File: src/rtl/lpg_pkg.sv
package lpg_pkg;

    localparam int LPG_LANE_W  = 16;
    localparam int LPG_PERIOD  = 4992;
    localparam int LPG_WIN_LEN = 6;

    localparam logic [LPG_LANE_W-1:0] LPG_FILL_A = 16'hAAAA;
    localparam logic [LPG_LANE_W-1:0] LPG_FILL_B = 16'hCCCC;

    typedef enum logic {
        RAMP_UP   = 1'b0,
        RAMP_DOWN = 1'b1
    } ramp_dir_e;

    typedef struct packed {
        logic valid;
        logic resync;
        logic start;
    } lpg_flags_t;

    // Seed bit replicated over the lane: all ones for a falling ramp.
    function automatic logic ramp_seed_bit(ramp_dir_e dir);
        return (dir == RAMP_DOWN);
    endfunction

endpackage

File: src/rtl/lpg_window_timer.sv
module lpg_window_timer #(
    parameter int PERIOD  = lpg_pkg::LPG_PERIOD,
    parameter int WIN_LEN = lpg_pkg::LPG_WIN_LEN
) (
    input  logic clk,
    input  logic rst,
    output logic slot_o
);
    localparam int CW = $clog2(PERIOD);
    localparam logic [CW-1:0] LAST      = CW'(PERIOD - 1);
    localparam logic [CW-1:0] WIN_START = CW'(PERIOD - WIN_LEN);

    logic [CW-1:0] phase_q;

    always_ff @(posedge clk) begin
        if (rst) begin
            phase_q <= '0;
        end else if (phase_q == LAST) begin
            phase_q <= '0;
        end else begin
            phase_q <= phase_q + 1'b1;
        end
    end

    // A data slot is any phase before the closing window.
    assign slot_o = (phase_q < WIN_START);

endmodule

File: src/rtl/lpg_ramp.sv
module lpg_ramp #(
    parameter int                W   = lpg_pkg::LPG_LANE_W,
    parameter lpg_pkg::ramp_dir_e DIR = lpg_pkg::RAMP_UP
) (
    input  logic         clk,
    input  logic         rst,
    input  logic         adv_i,
    output logic [W-1:0] lane_o
);
    localparam logic [W-1:0] SEED = {W{lpg_pkg::ramp_seed_bit(DIR)}};

    logic [W-1:0] next_q;
    logic [W-1:0] step;

    generate
        if (DIR == lpg_pkg::RAMP_UP) begin : g_up
            assign step = next_q + 1'b1;
        end else begin : g_down
            assign step = next_q - 1'b1;
        end
    endgenerate

    always_ff @(posedge clk) begin
        if (rst) begin
            next_q <= SEED;
            lane_o <= SEED;
        end else if (adv_i) begin
            lane_o <= next_q;
            next_q <= step;
        end
    end

endmodule

File: src/rtl/lpg_start_marker.sv
module lpg_start_marker (
    input  logic clk,
    input  logic rst,
    input  logic slot_i,
    output logic start_o
);
    logic seen_q;

    always_ff @(posedge clk) begin
        if (rst) begin
            seen_q  <= 1'b0;
            start_o <= 1'b0;
        end else begin
            start_o <= slot_i & ~seen_q;
            seen_q  <= seen_q | slot_i;
        end
    end

endmodule

File: src/rtl/lane_pattern_gen.sv
module lane_pattern_gen #(
    parameter int                 LANE_W  = lpg_pkg::LPG_LANE_W,
    parameter int                 PERIOD  = lpg_pkg::LPG_PERIOD,
    parameter int                 WIN_LEN = lpg_pkg::LPG_WIN_LEN,
    parameter logic [LANE_W-1:0]  FILL_A  = lpg_pkg::LPG_FILL_A,
    parameter logic [LANE_W-1:0]  FILL_B  = lpg_pkg::LPG_FILL_B
) (
    input  logic              clk,
    input  logic              rst,
    output logic [LANE_W-1:0] lane0_o,
    output logic [LANE_W-1:0] lane1_o,
    output logic [LANE_W-1:0] lane2_o,
    output logic [LANE_W-1:0] lane3_o,
    output logic              valid_o,
    output logic              resync_o,
    output logic              start_o
);
    localparam int NRAMP = 2;

    lpg_pkg::lpg_flags_t flags_q;
    logic                slot;
    logic                start_w;
    logic [LANE_W-1:0]   ramp_lane [NRAMP];

    lpg_window_timer #(.PERIOD(PERIOD), .WIN_LEN(WIN_LEN)) u_timer (
        .clk    (clk),
        .rst    (rst),
        .slot_o (slot)
    );

    for (genvar g = 0; g < NRAMP; g++) begin : g_ramp
        lpg_ramp #(.W(LANE_W), .DIR(lpg_pkg::ramp_dir_e'(g))) u_ramp (
            .clk    (clk),
            .rst    (rst),
            .adv_i  (slot),
            .lane_o (ramp_lane[g])
        );
    end

    lpg_start_marker u_start (
        .clk     (clk),
        .rst     (rst),
        .slot_i  (slot),
        .start_o (start_w)
    );

    always_ff @(posedge clk) begin
        if (rst) begin
            flags_q.valid  <= 1'b0;
            flags_q.resync <= 1'b0;
        end else begin
            flags_q.valid  <= slot;
            flags_q.resync <= ~slot;
        end
    end

    always_comb flags_q.start = start_w;

    assign lane0_o  = FILL_A;
    assign lane2_o  = FILL_B;
    assign lane1_o  = ramp_lane[0];
    assign lane3_o  = ramp_lane[1];
    assign valid_o  = flags_q.valid;
    assign resync_o = flags_q.resync;
    assign start_o  = flags_q.start;

endmodule

File: config.mk
export PLATFORM = sky130hd
export DESIGN_NAME = lane_pattern_gen
export DESIGN_NICKNAME = d
export VERILOG_FILES = /design/src/rtl/lpg_pkg.sv /design/src/rtl/lpg_window_timer.sv /design/src/rtl/lpg_ramp.sv /design/src/rtl/lpg_start_marker.sv /design/src/rtl/lane_pattern_gen.sv
export SDC_FILE = /design/constraint.sdc
export NUM_CORES = 1
export LEC_CHECK = 0
export ABC_CLOCK_PERIOD_IN_PS = 3000
export CORE_ASPECT_RATIO = 1.1
export CORE_MARGIN = 8
export CORE_UTILIZATION = 50
export CTS_BUF_LIST = sky130_fd_sc_hd__clkbuf_2
export CTS_CLUSTER_SIZE = 28
export DETAILED_ROUTE_END_ITERATION = 12
export DONT_BUFFER_PORTS = 1
export PLACE_DENSITY = 0.76
export SLEW_MARGIN = 20
export SYNTH_ARGS = -nofsm -noshare
export SYNTH_HDL_FRONTEND = slang
export SYNTH_SLANG_ARGS = --single-unit
File: constraint.sdc
create_clock -name clk -period 3 [get_ports clk]
set_input_delay 0.45 -clock clk [delete_from_list [all_inputs] [get_ports clk]]
set_output_delay 0.45 -clock clk [all_outputs]
set_load 0.005 [all_outputs]
## After elaboration in Yosys (flattened, before gate mapping)

Index checks and enable logic that the tools add are counted.

- Flip-flop bits (word level): 81
- Input bits: 2
- Output and inout port bits: 67

- Add/subtract/negate cells: 3
- Order comparisons: 1
- Eq/ne operators: 1
- Bitwise logic cells: 4
- Reductions and logical operators: 1

Operator list:

| operator | count |
|---|---|
| 16-bit by 1-bit adder with 16-bit output (second input constant) | 1 |
| 16-bit by 1-bit subtractor with 16-bit output (second input constant) | 1 |
| 13-bit by 1-bit adder with 13-bit output (second input constant) | 1 |
| 13-bit equality test (second input constant) | 1 |
| 13-bit < comparator (second input constant) | 1 |
| 1-bit inverter | 2 |
| 2-bit OR reduction | 1 |
| 1-bit bitwise AND | 1 |
| 1-bit bitwise OR | 1 |

## Depth between registers and ports, before layout

- Depth in word-level cells: 2
- Mapped depth: 7
- Mapped depth without buffers: 6

## Hierarchy

A second synthesis with hierarchy kept.

- Cell total of the unflattened synthesis: 377
- Area total of the unflattened synthesis: 3554.7 um^2

By module, submodules not included:

| module | instances | cells each | area an instance (um^2) | sequential area each (um^2) |
|---|---|---|---|---|
| lpg_ramp (g_ramp[0].u_ramp) | 1 | 134 | 1292.5 | 640.6 |
| lpg_ramp (g_ramp[1].u_ramp) | 1 | 132 | 1258.7 | 640.6 |
| lpg_window_timer | 1 | 69 | 635.6 | 260.2 |
| lane_pattern_gen | 1 | 38 | 305.3 | 40.0 |
| lpg_start_marker | 1 | 4 | 62.6 | 40.0 |

## Worst setup path before layout

Ideal clock, no wire load.

- Path type: reg2reg
- Start: register u_timer.phase_q[8]
- End: register g_ramp[0].u_ramp.next_q[10]
- Setup time: 121 ps
- Arrival: 1689 ps
- Data required time: 2879 ps
- Setup slack: 1190 ps
- Cell stages (with the launch flop): 7
- Clock period less this slack: 1810 ps
- Path through: dfxtp_1 > a311o_1 > and2_4 > a21o_4 > buf_6 > nor3_1 > mux2_2

- Longest elaborated chain between the ends: 1

RTL lines:

| item | line | RTL |
|---|---|---|
| start, declared | lpg_window_timer.sv:13 | `logic [CW-1:0] phase_q;` |
| start signal, assigned | lpg_window_timer.sv:21 | `phase_q <= phase_q + 1'b1;` |
| 13-bit < comparator | lpg_window_timer.sv:26 | `assign slot_o = (phase_q < WIN_START);` |
| end signal, assigned | lpg_ramp.sv:29 | `next_q <= step;` |
| end, declared | lpg_ramp.sv:12 | `logic [W-1:0] next_q;` |

No other way between the ends.
A chain may end at the register's enable or synchronous reset.

## Worst setup path in the final report

Ends and elaborated chain as after synthesis.

==> qor.txt <==
R2R Path Start: u_timer.phase_q[8]
Crit Path Class: reg2reg
vias in the first global route: 2584
Primary FF master, synth: dfxtp_1
Pwr Density: 539 mW/mm²
root buf cell: clkbuf_2
synth top area cells: dfxtp_1 (46%), nand2_1 (8.7%), buf_4 (7.0%)
TritonCTS clock tree: yes
Routability Congestion: 0.831
Post-DP HPWL: 4.67 mm
total track usage: 0.145
die area: 0.0100 mm²
HP Class: in2reg
Critical Path End: g_ramp[0].u_ramp.next_q[10]
setup violation total in the final timing report: 0
leakage: 1.36 nW
Max VDD drop: 0.312 mV
Gate Count Post-Synth: 424
Final nets: 423
Worst setup EP type: flip-flop
Critical Path AT: 2510 ps
Max-cap violations: 0
Synth-to-Final Area Change: 3.53%
initial antenna violation count: 0
First-pass DRT Iterations: 4
Req. time, crit path: 3420 ps
Final min period: 2090 ps
# clock sinks: 81
Worst Skew: 19.4 ps
P_sw: 0.419 mW
share of cells above drive strength 1: 0.0686
Clock Latency Late Sink: 520 ps
syn_area_per_cell: 8.36 µm²
Core Footprint: 0.00693 mm²
cell area after synthesis: 0.00354 mm²
Hold Crit Start: rst
Synth async-reset ratio: 0
I/O Buffers: 0
Clk pwr share: 0.406
most frequent cells in the layout: nand2_1 (82), dfxtp_1 (81), nor2_1 (35), conb_1 (32), nand3_1 (26)
Initial Util: 0.512
first-pass GRT wire length: 12.0 mm
reg-to-reg endpoint: g_ramp[0].u_ramp.next_q[10]
Post-synth EDFFs: 0
library cells used by synthesis: 41
Post-DRT Antenna Nets: 0
unrepaired setup endpoints after global routing: false
sw frac: 0.212
routed wire length: 7.03 mm
largest net degree at the start of global routing: 70
fillcell total: 663
total grt overflow: 0
startpoint types: flip-flop
CP startpoint: u_timer.phase_q[8]
Gate power share: 0.031
die span in y: 104 µm
Avg WL per Cell: 13.8 µm
Peak Freq: 0.479 GHz
commonest non-fill, non-tap cell in the layout: nand2_1
Seq/Total Area, Yosys: 0.458
measured slew at the worst slew-check pin: 620 ps
crit path max fanout: 69
I/O pins: 69
Slew HR: 0.576
Seq pwr share: 0.563
vias: 2752
1st-iter DRT viols: 107
reg2reg setup slack: 910 ps
Via density: 5.42
Tcrit/Tclk final: 0.697
setup bufs post-CTS: 0
DRC viols: 0
R2R depth: 5
final hold violation count: 0
Final Max Slew Viols: 0
status: complete, no violations
FP Rows: 32
TritonCTS Buffers: 9
synth warn: 0
setup TNS: 0 ps
Die X: 96.3 µm
final design utilization: 0.530
Yosys top cell by area: dfxtp_1
hold_ws: 34.9 ps
antenna cells: 0
H-tree depth: 3
Max Buffers Root-to-Sink: 2
CTS clock-pin slew for the worst setup and hold paths: 200 ps
Int Power: 1.56 mW
Synth top area share: 0.458
flops & latches, synth: 81
[power groups by stage]
| stage | registers, mW | clock network, mW | logic [mW] |
|---|---|---|---|
| after global placement | 1.13 | 0 | 0.0470 |
| after global routing | 1.12 | 0.856 | 0.0707 |
| after detailed placement | 1.13 | 0 | 0.0486 |
| after floorplan | 1.13 | 0 | 0.0799 |
| final | 1.11 | 0.803 | 0.0612 |
| after CTS | 1.11 | 0.818 | 0.0596 |
[kinds of logic after synthesis]
logic type | Yosys count | synth area share
muxes | 4 | 0.0117
other | 2 | 0.00212
buffers and inverters | 58 | 0.101
xor gates and xnor gates | 20 | 0.0494
DFF | 81 | 0.458
and+or+nand+nor | 196 | 0.262
adders and majority gates | 3 | 0.0106
AOI/OAI and AO/OA | 60 | 0.106
[synth_stat cells, types with 7 or more instances]
cell / number
a21oi_1: 26
nor3_1: 7
or3_1: 9
buf_2: 7
buf_4: 33
o21ai_0: 9
nor2_1: 35
nand2_1: 82
clkbuf_1: 11
dfxtp_1: 81
xnor2_1: 14
nand3_1: 26
[repair_timing]
item | 4_1_cts | 5_1_grt
endpoints found under the setup margin | 0 | 0
hold buffers | 1 | 0
gates resized for setup | 0 | 0
hold endpoints to repair | 38 | 0
[sequential cells by signal, summed over array words and instances, names as in the netlist]
name,count
u_timer.phase_q,13
g_ramp.u_ramp.next_q,32
valid_o,1
resync_o,1
g_ramp.u_ramp.lane_o,32
u_start.start_o,1
u_start.seen_q,1
[area by class of cell]
| cell class | count | area, µm² | share of cell area |
|---|---|---|---|
| inverters | 6 | 22.5 | 0.00614 |
| repair buffers | 5 | 50.0 | 0.0136 |
| clock buffers | 10 | 50.0 | 0.0136 |
| well taps | 85 | 106 | 0.0290 |
| multi-input cells | 315 | 1690 | 0.460 |
| flip-flops and latches | 81 | 1620 | 0.442 |
| clock inverters | 6 | 130 | 0.0355 |
[metrics by stage]
| step | instance area, µm² | setup slack, ps | power (mW) | std cells |
|---|---|---|---|---|
| finish | 3670 | 910 | 1.98 | 508 |
| global route | 3670 | 782 | 2.04 | 508 |
| CTS | 3670 | 907 | 1.99 | 508 |
| detailed placement | 3470 | 932 | 1.18 | 491 |
| global placement | 3470 | 951 | 1.18 | 491 |
| floorplan | 3660 | 1190 | 1.21 | 454 |
[critical path, stage by stage (launching register included)]
cell and delay, ps:
dfxtp_1 390, a311o_1 380, and2_4 190, a21o_4 370
nor3_1 290, mux2_2 350
[routing by layer]
metal,share of wire,global-route usage
met4,0.015,0.0572
met3,0.064,0.0419
met5,0,0
met2,0.50,0.234
met1,0.42,0.174
[how the worst min path moves through the flow]
stage | endpoint | depth (start not counted) | slack [ps]
3_5_place_dp | u_start.start_o | 1 | 410
2_1_floorplan | u_start.start_o | 1 | 400
5_1_grt | g_ramp[1].u_ramp.next_q[9] | 1 | 1
4_1_cts | g_ramp[1].u_ramp.next_q[9] | 1 | 20
3_3_place_gp | u_start.start_o | 1 | 410
6_report | g_ramp[1].u_ramp.next_q[9] | 1 | 30
Note: power is estimated with default switching activity, not from simulation.
